==> config.mk <==
export PLATFORM = sky130hd
export DESIGN_NAME = shiftadd_coef_unit
export DESIGN_NICKNAME = d
export VERILOG_FILES = /design/src/rtl/coef_pkg.sv /design/src/rtl/coef_decode.sv /design/src/rtl/shift_add_core.sv /design/src/rtl/sign_stage.sv /design/src/rtl/shiftadd_coef_unit.sv
export SDC_FILE = /design/constraint.sdc
export NUM_CORES = 1
export LEC_CHECK = 0
export ABC_AREA = 1
export ABC_CLOCK_PERIOD_IN_PS = 8600
export CAP_MARGIN = 20
export CORE_UTILIZATION = 52
export DETAILED_ROUTE_END_ITERATION = 6
export DONT_BUFFER_PORTS = 1
export PLACE_DENSITY_LB_ADDON = 0.25
export REMOVE_ABC_BUFFERS = 1
export SLEW_MARGIN = 10
export SYNTH_ARGS = -nofsm -noshare
export SYNTH_HDL_FRONTEND = slang
export SYNTH_SLANG_ARGS = --single-unit
==> constraint.sdc <==
create_clock -name clk -period 8.6 [get_ports clk]
set_input_delay 0 -clock clk [delete_from_list [all_inputs] [get_ports clk]]
set_output_delay 0 -clock clk [all_outputs]
set_load 0.05 [all_outputs]
==> src/rtl/coef_pkg.sv <==
package coef_pkg;

  // choice of the high multiplexer (bit pattern equals magnitude bits [4:3])
  typedef enum logic [1:0] {
    HI_NONE = 2'b00,
    HI_X8   = 2'b01,
    HI_X16  = 2'b10
  } hi_sel_e;

  typedef struct packed {
    logic    pick1;
    logic    pick4;
    hi_sel_e hi;
  } tap_sel_t;

  localparam int MAX_COEF = 21;
  localparam int TAP_SHIFTS = 5;

endpackage

==> src/rtl/coef_decode.sv <==
module coef_decode
  import coef_pkg::*;
#(
  parameter int PAR_W = 5
) (
  input  logic [PAR_W-1:0] s_val,
  input  logic [PAR_W-1:0] c_val,
  input  logic             sub_one,
  output tap_sel_t         sel,
  output logic             neg,
  output logic             unsup
);

  localparam int DW = PAR_W + 2;

  logic signed [DW-1:0] diff;
  logic        [DW-1:0] abs_v;
  logic                 upper_zero;
  logic                 ok;

  always_comb begin
    diff  = $signed({2'b00, s_val}) - $signed({2'b00, c_val})
          - $signed({{(DW-1){1'b0}}, sub_one});
    abs_v = diff[DW-1] ? DW'(-diff) : DW'(diff);
    upper_zero = (abs_v >> 5) == '0;
    ok = upper_zero && !abs_v[1] && (abs_v[4:3] != 2'b11);

    sel.pick1 = ok & abs_v[0];
    sel.pick4 = ok & abs_v[2];
    sel.hi    = HI_NONE;
    if (ok) begin
      case (abs_v[4:3])
        2'b01:   sel.hi = HI_X8;
        2'b10:   sel.hi = HI_X16;
        default: sel.hi = HI_NONE;
      endcase
    end
    neg   = ok & diff[DW-1];
    unsup = !ok;
  end

endmodule

==> src/rtl/shift_add_core.sv <==
module shift_add_core
  import coef_pkg::*;
#(
  parameter int PIX_W = 8,
  parameter int MAG_W = PIX_W + 6
) (
  input  logic [PIX_W-1:0] pixel,
  input  tap_sel_t         sel,
  output logic [MAG_W-1:0] mag
);

  logic [MAG_W-1:0] shifted [TAP_SHIFTS];
  logic [MAG_W-1:0] term_lo, term_mid, term_hi;

  for (genvar k = 0; k < TAP_SHIFTS; k++) begin : g_shift
    assign shifted[k] = {{(MAG_W-PIX_W){1'b0}}, pixel} << k;
  end

  always_comb begin
    term_lo  = sel.pick1 ? shifted[0] : '0;
    term_mid = sel.pick4 ? shifted[2] : '0;
    case (sel.hi)
      HI_X8:   term_hi = shifted[3];
      HI_X16:  term_hi = shifted[4];
      default: term_hi = '0;
    endcase
    mag = term_lo + term_mid + term_hi;
  end

  // shifted[1] is the x2 tap, kept for the structure but not chosen by any mux
  logic unused_x2;
  assign unused_x2 = ^shifted[1];

  always_comb begin
    AST_MAG_BOUND: assert (mag <= ({{(MAG_W-PIX_W){1'b0}}, pixel} * MAG_W'(MAX_COEF)))
      else $error("magnitude above largest coefficient times pixel");
  end

endmodule

==> src/rtl/sign_stage.sv <==
module sign_stage #(
  parameter int MAG_W = 14
) (
  input  logic [MAG_W-1:0] mag_in,
  input  logic             neg_in,
  input  logic             unsup_in,
  output logic [MAG_W-1:0] mag_out,
  output logic             neg_out,
  output logic             err_out
);

  always_comb begin
    mag_out = unsup_in ? '0 : mag_in;
    neg_out = unsup_in ? 1'b0 : neg_in;
    err_out = unsup_in;
  end

endmodule

==> src/rtl/shiftadd_coef_unit.sv <==
module shiftadd_coef_unit
  import coef_pkg::*;
#(
  parameter int PIX_W = 8,
  parameter int PAR_W = 5,
  localparam int MAG_W = PIX_W + 6
) (
  input  logic             clk,
  input  logic             rst_n,
  input  logic             in_valid,
  output logic             in_ready,
  input  logic [PIX_W-1:0] in_pixel,
  input  logic [PAR_W-1:0] in_s,
  input  logic [PAR_W-1:0] in_c,
  input  logic             in_sub_one,
  output logic             out_valid,
  input  logic             out_ready,
  output logic             out_neg,
  output logic [MAG_W-1:0] out_mag,
  output logic             out_err
);

  tap_sel_t         sel;
  logic             dec_neg, dec_unsup;
  logic [MAG_W-1:0] raw_mag, nxt_mag;
  logic             nxt_neg, nxt_err;

  coef_decode #(.PAR_W(PAR_W)) u_decode (
    .s_val   (in_s),
    .c_val   (in_c),
    .sub_one (in_sub_one),
    .sel     (sel),
    .neg     (dec_neg),
    .unsup   (dec_unsup)
  );

  shift_add_core #(.PIX_W(PIX_W), .MAG_W(MAG_W)) u_core (
    .pixel (in_pixel),
    .sel   (sel),
    .mag   (raw_mag)
  );

  sign_stage #(.MAG_W(MAG_W)) u_sign (
    .mag_in   (raw_mag),
    .neg_in   (dec_neg),
    .unsup_in (dec_unsup),
    .mag_out  (nxt_mag),
    .neg_out  (nxt_neg),
    .err_out  (nxt_err)
  );

  assign in_ready = !out_valid || out_ready;

  always_ff @(posedge clk) begin
    if (!rst_n) begin
      out_valid <= 1'b0;
      out_mag   <= '0;
      out_neg   <= 1'b0;
      out_err   <= 1'b0;
    end else if (in_ready) begin
      out_valid <= in_valid;
      if (in_valid) begin
        out_mag <= nxt_mag;
        out_neg <= nxt_neg;
        out_err <= nxt_err;
      end
    end
  end

  AST_ERR_ZERO: assert property (@(posedge clk) disable iff (!rst_n)
    out_valid && out_err |-> (out_mag == '0) && !out_neg);

  AST_LATENCY: assert property (@(posedge clk) disable iff (!rst_n)
    in_valid && in_ready |=> out_valid);

  AST_HOLD: assert property (@(posedge clk) disable iff (!rst_n)
    out_valid && !out_ready |=> out_valid && $stable(out_mag)
                                && $stable(out_neg) && $stable(out_err));

endmodule

==> impl_metrics.tcl, run 1 <==
set metrics [dict create \
    status "completed" \
    cts_buffers 3 \
    cp.depth 35 \
    antennaDiodeCount 0 \
    io_buffers 0 \
    firstDrtPassIters 4 \
    synthAdderAreaFrac_pct 17.0 \
    holdCritPathClass "in -> reg" \
    crit_path_top_delay_cell "fa_1" \
    finalWirelength_um 4500 \
    area_growth_pct 4.19 \
    finalHoldViolCount 0 \
    slew_headroom_pct 61.6 \
    period_share_pct 58.6 \
    ff_latch_area_sq_um 320 \
    netlist_instances 331 \
    drive_gt1_share_pct 12.1 \
    rows 22 \
    slowest_delay_ns 0.50 \
    fmax_mhz 198 \
    synth_compound_area_share_pct 16.0 \
    yosysWarnings 0 \
    synth_simple_gate_area_share_pct 37.4 \
    postCtsSetupBuffers 0 \
    stdcell_area_sq_um 2210 \
    final_cells 379 \
    grt_antenna_before_repair 0 \
    timing.setup.tns_ns 0 \
    core_area_sq_um 3800 \
    peakVddDrop_mv 0.0577 \
    skew_ns 0.000510 \
    synth_flop_cell "dfxtp_1" \
    final_nets 382 \
    place_inst 374 \
    grt_usage_pct 22.5 \
    synth_area_sq_um 2120 \
    dp_hpwl_um 3720 \
    path_max_fanout 18 \
    grt_max_degree 22 \
    fp.dieH_um 65.9 \
    start_kind "primary input" \
    reg2regPathDepth 5 \
    htree_levels 1 \
    path_common_cell "nand2_1" \
    avgSynthCellArea_sq_um 6.41 \
    endpoint_kind "flop" \
    path_clk_slew_ns 0.06 \
    netSwitchingFraction_pct 48.6 \
    yosysTopAreaCell "dfxtp_1" \
    post_cts_resized 0 \
    p_switching_uw 176 \
    finalMaxSlewViolations 0 \
    total_power_uw 361 \
    initialDrtViolationCount 120 \
    async_flop_share_pct 0 \
    synthTopCellsByArea "dfxtp_1, ha_1, nand2_1, inv_1, a21oi_1" \
    synthDominantCellAreaShare_pct 15.1 \
    min_period_ns 5.04 \
    whs_path_depth 4 \
    crit_required_ns 8.78 \
    power.leakage_nw 1.14 \
    yosys-top-cells-count "nand2_1, inv_1, a21oi_1, nor2_1, nand3_1" \
    synthMuxAreaShare_pct 0 \
    fillCellCount 370 \
    setup_viol 0 \
    path_class "in -> reg" \
    cts_root_buf "clkbuf_8" \
    synth_top_family_by_area "simple AND/OR/NAND/NOR gates" \
    viasPerCell 5.30 \
    power.density_nw_per_um2 163 \
    dpl_cell_area_sq_um 2140 \
    crit_arrival_ns 5.22 \
    start_util_pct 55.8 \
    synth_edf_count 0 \
    die_w_um 65.9 \
    p_int_uw 185 \
    synth_xor_area_share_pct 1.65 \
    dieArea_sq_um 4340 \
    worst_pin_slew_ns 0.575 \
    path_delay_family "adder cells" \
    drc 0 \
    ant_nets 0 \
    finalWeightedCongestion 0.921 \
    p_seq_share_pct 27.8 \
    tritoncts "done" \
    wl_per_cell_um 11.9 \
    clk_path_buf_depth 2 \
    maxCapViolations 0 \
    clkPwrFrac_pct 18.3 \
    vias 2007 \
    grt_pass1_wl_um 7730 \
    yosysMostFrequentCell "nand2_1" \
    ioPinCount 41 \
    clk_latency_ns 0.25 \
    synth.distinct_cells 37 \
    grt.overflow.total 0 \
    first_global_vias 1773 \
    multi_input_area_sq_um 1530 \
    pwr-share-comb_pct 53.9 \
    path_buf_inv 6 \
    synth-seq-cells 16 \
    cts.sinks 16 \
    ys_seq_area_share_pct 15.1 \
    rsz0062_at_grt "false" \
]
-- cell usage in the layout, fill, tap and decap left out, types with 2 or more instances in the layout --
cell and count:
nand2_2 4, a21oi_1 29, a21oi_2 3, inv_1 57, nand4_1 2, dfxtp_1 16, o311ai_0 2, nand2_1 69
nor3_1 2, nor2_2 3, ha_1 24, clkbuf_8 4, fa_1 3, o21ai_0 13, or2_2 4, inv_2 4
nor2_1 29, nand3_2 12, o22ai_1 7, nand3_4 2, xor2_1 3, nand3_1 26
-- logic make-up after synthesis --
group                      after synthesis
and+or+nand+nor                        157
buffers and inverters                   67
xor gates and xnor gates                 4
other                                    1
AOI/OAI and AO/OA                       59
DFF                                     16
adders and majority gates               27
-- power by group through the flow --
stage	Clock, mW	Sequential, mW	Combinational [mW]
2_1_floorplan	0	0.101	0.158
3_3_place_gp	0	0.102	0.190
3_5_place_dp	0	0.102	0.192
4_1_cts	0.0671	0.100	0.194
5_1_grt	0.0702	0.101	0.221
6_report	0.0659	0.100	0.195
-- sequential cells by signal, indices dropped and copies added (netlist names) --
name	count
out_valid	1
out_err	1
out_mag	13
out_neg	1
-- routing by layer --
layer  vias to the layer above  GRT usage [%]  part of all wire [%]
met5                         -              0                     0
met1                       869           32.3                    52
li1                       1077              -                     -
met4                         0           3.26                  0.69
met3                         4           4.48                   6.2
met2                        57           34.8                    41
-- final timing paths --
kind	startpoint	end	slack, ns
worst min-delay path	in_pixel[1]	out_mag[1]	0.09
worst max-delay path	in_s[0]	out_mag[11]	3.56
worst max register to register	out_valid	out_mag[7]	6.23
worst min register to register	out_neg	out_neg	0.72
-- layout make-up --
cell class	count	share of cell area [%]
multi-input cells	248	69.3
flip-flops and latches	16	14.5
inverters	62	10.5
well taps	48	2.72
clock buffers	4	2.49
repair buffers	1	0.453
-- worst register-to-register path: stages (launching register included) --
cell and delay [ns]:
dfxtp_1 0.63, nand2_1 0.46, nand2_1 0.44, inv_1 0.37, o21ai_0 0.29, a21oi_1 0.06
-- repair_timing --
action | in CTS | in global routing
setup endpoints to repair | 0 | 0
endpoints found under the hold margin | 16 | 0
hold buffers | 1 | 0
-- stage by stage --
stage / setup slack [ns] / hold slack, ns / util (%)
2_1_floorplan: 3.94 / 0.138 / -
3_3_place_gp: 3.43 / 0.143 / 56.5
3_5_place_dp: 3.36 / 0.147 / 56.5
4_1_cts: 3.57 / 0.0911 / 58.2
5_1_grt: 2.93 / 0.109 / 58.2
6_report: 3.56 / 0.0909 / 58.2
(Power assumes the default switching activity.)
==> inputs of run 2 (changes only) <==
- ABC_CLOCK_PERIOD_IN_PS: 8600 -> 4720
- clock period: 8.6 -> 4.72 ns (I/O delays scaled with it)
==> impl_metrics.tcl, run 2 (synthesis results as in run 1) <==
set metrics [dict create \
    firstDrtPassIters 4 \
    final_cell_mix "nand2_1, inv_1, nor2_1" \
    crit_arrival_ns 4.60 \
    total_power_uw 733 \
    path_class "in -> reg" \
    setup_viol 0 \
    worst_pin_slew_ns 0.631 \
    finalHoldViolCount 0 \
    finalWirelength_um 4850 \
    drive_gt1_share_pct 21.8 \
    r2r-end "out_mag[10]" \
    grt_usage_pct 23.4 \
    min_to "out_mag[1]" \
    stdcell_area_sq_um 2440 \
    grt_max_degree 22 \
    antennaDiodeCount 0 \
    vias 2127 \
    cts_buffers 3 \
    first_global_vias 1893 \
    wl_per_cell_um 12.1 \
    cts.sinks 16 \
    crit_path_top_delay_cell "fa_1" \
    grt.overflow.total 0 \
    status "completed" \
    final_cells 401 \
    endpoint_kind "flop" \
    rows 22 \
    rr_startpoint "out_valid" \
    period_share_pct 93.6 \
    fmax_mhz 226 \
    final_common_cell "nand2_1" \
    preCtsSetupSlack_ns -0.214 \
    fillCellCount 377 \
    path_max_fanout 4 \
    tritoncts "done" \
    path_clk_slew_ns 0.07 \
    path_buf_inv 7 \
    ioPinCount 41 \
    htree_levels 1 \
    core_area_sq_um 3800 \
    die_w_um 65.9 \
    dp_hpwl_um 3880 \
    cts_root_buf "clkbuf_8" \
    finalWeightedCongestion 0.881 \
    initialDrtViolationCount 114 \
    crit_start "in_s[0]" \
    start_kind "primary input" \
    hp-start "in_pixel[1]" \
    dpl_cell_area_sq_um 2300 \
    final_nets 404 \
    area_growth_pct 15.1 \
    slowest_delay_ns 0.49 \
    largest_reg_flops 13 \
    grt_antenna_before_repair 0 \
    crit_required_ns 4.90 \
    top_register "out_mag" \
    path_delay_family "adder cells" \
    maxCapViolations 0 \
    fp.dieH_um 65.9 \
    min_period_ns 4.42 \
    dieArea_sq_um 4340 \
    power.density_nw_per_um2 300 \
    place_inst 395 \
    rrSetupSlack_ns 2.27 \
    reg2regPathDepth 5 \
    holdCritPathClass "in -> reg" \
    skew_ns 0.00277 \
    peakVddDrop_mv 0.120 \
    whs_path_depth 4 \
    finalMaxSlewViolations 0 \
    power.leakage_nw 1.25 \
    setup_slack_ns 0.301 \
    clk_latency_ns 0.25 \
    drc 0 \
    slew_headroom_pct 57.9 \
    ant_nets 0 \
    clk_path_buf_depth 2 \
    viasPerCell 5.30 \
    start_util_pct 55.8 \
    grt_pass1_wl_um 8070 \
    io_buffers 0 \
]
-- run 2: worst max-delay path by stage --
stage	to	depth (start not counted)
global route	out_mag[11]	37
floorplan	out_mag[11]	37
finish	out_mag[11]	34
global placement	out_mag[11]	34
CTS	out_mag[12]	35
detailed placement	out_mag[11]	34
-- run 2: cell type report --
type                       instances  area, sq um  area share [%]
clock buffer                       4         55.1            2.26
inverter                          62          233            9.53
multi-input combinational        248         1600            65.5
sequential                        16          320            13.1
tap                               48         60.1            2.46
timing repair buffer              23          175            7.18
-- run 2: repair_timing --
action                                  in CTS  in global routing
endpoints found under the setup margin       1                  5
hold endpoints to repair                    14                  0
resized for setup                            1                 19
pin swaps                                    0                  6
hold buffers                                 1                  0
setup buffers                                0                  1
-- run 2: worst register-to-register path, delay by kind of cell, from the launching register on --
family                 cells  cell delay [ns]
and+or+nand+nor            2             0.92
buffers and inverters      1             0.40
DFF                        1             0.64
AOI/OAI and AO/OA          2             0.36
-- run 2: where the power goes --
group	leakage (nW)	internal (mW)	switching (mW)	total [mW]
Combinational	1.09	0.167	0.259	0.427
Sequential	0.131	0.144	0.0381	0.183
Clock	0.0288	0.0740	0.0495	0.124
Total	1.25	0.386	0.347	0.733
-- run 2: per-layer routing --
metal	track usage [%]	part of all wire [%]
met4	2.72	0.41
met1	33.6	50
met2	36.6	43
met3	4.83	6.2
met5	0	0
-- run 2: per-stage QoR --
stage | util (%) | hold slack (ns) | TNS [ns]
floorplan | - | 0.138 | 0
global placement | 60.6 | 0.145 | -0.209
detailed placement | 60.6 | 0.147 | -0.382
CTS | 62.3 | 0.0799 | 0
global route | 64.3 | 0.0923 | -0.116
finish | 64.3 | 0.0881 | 0
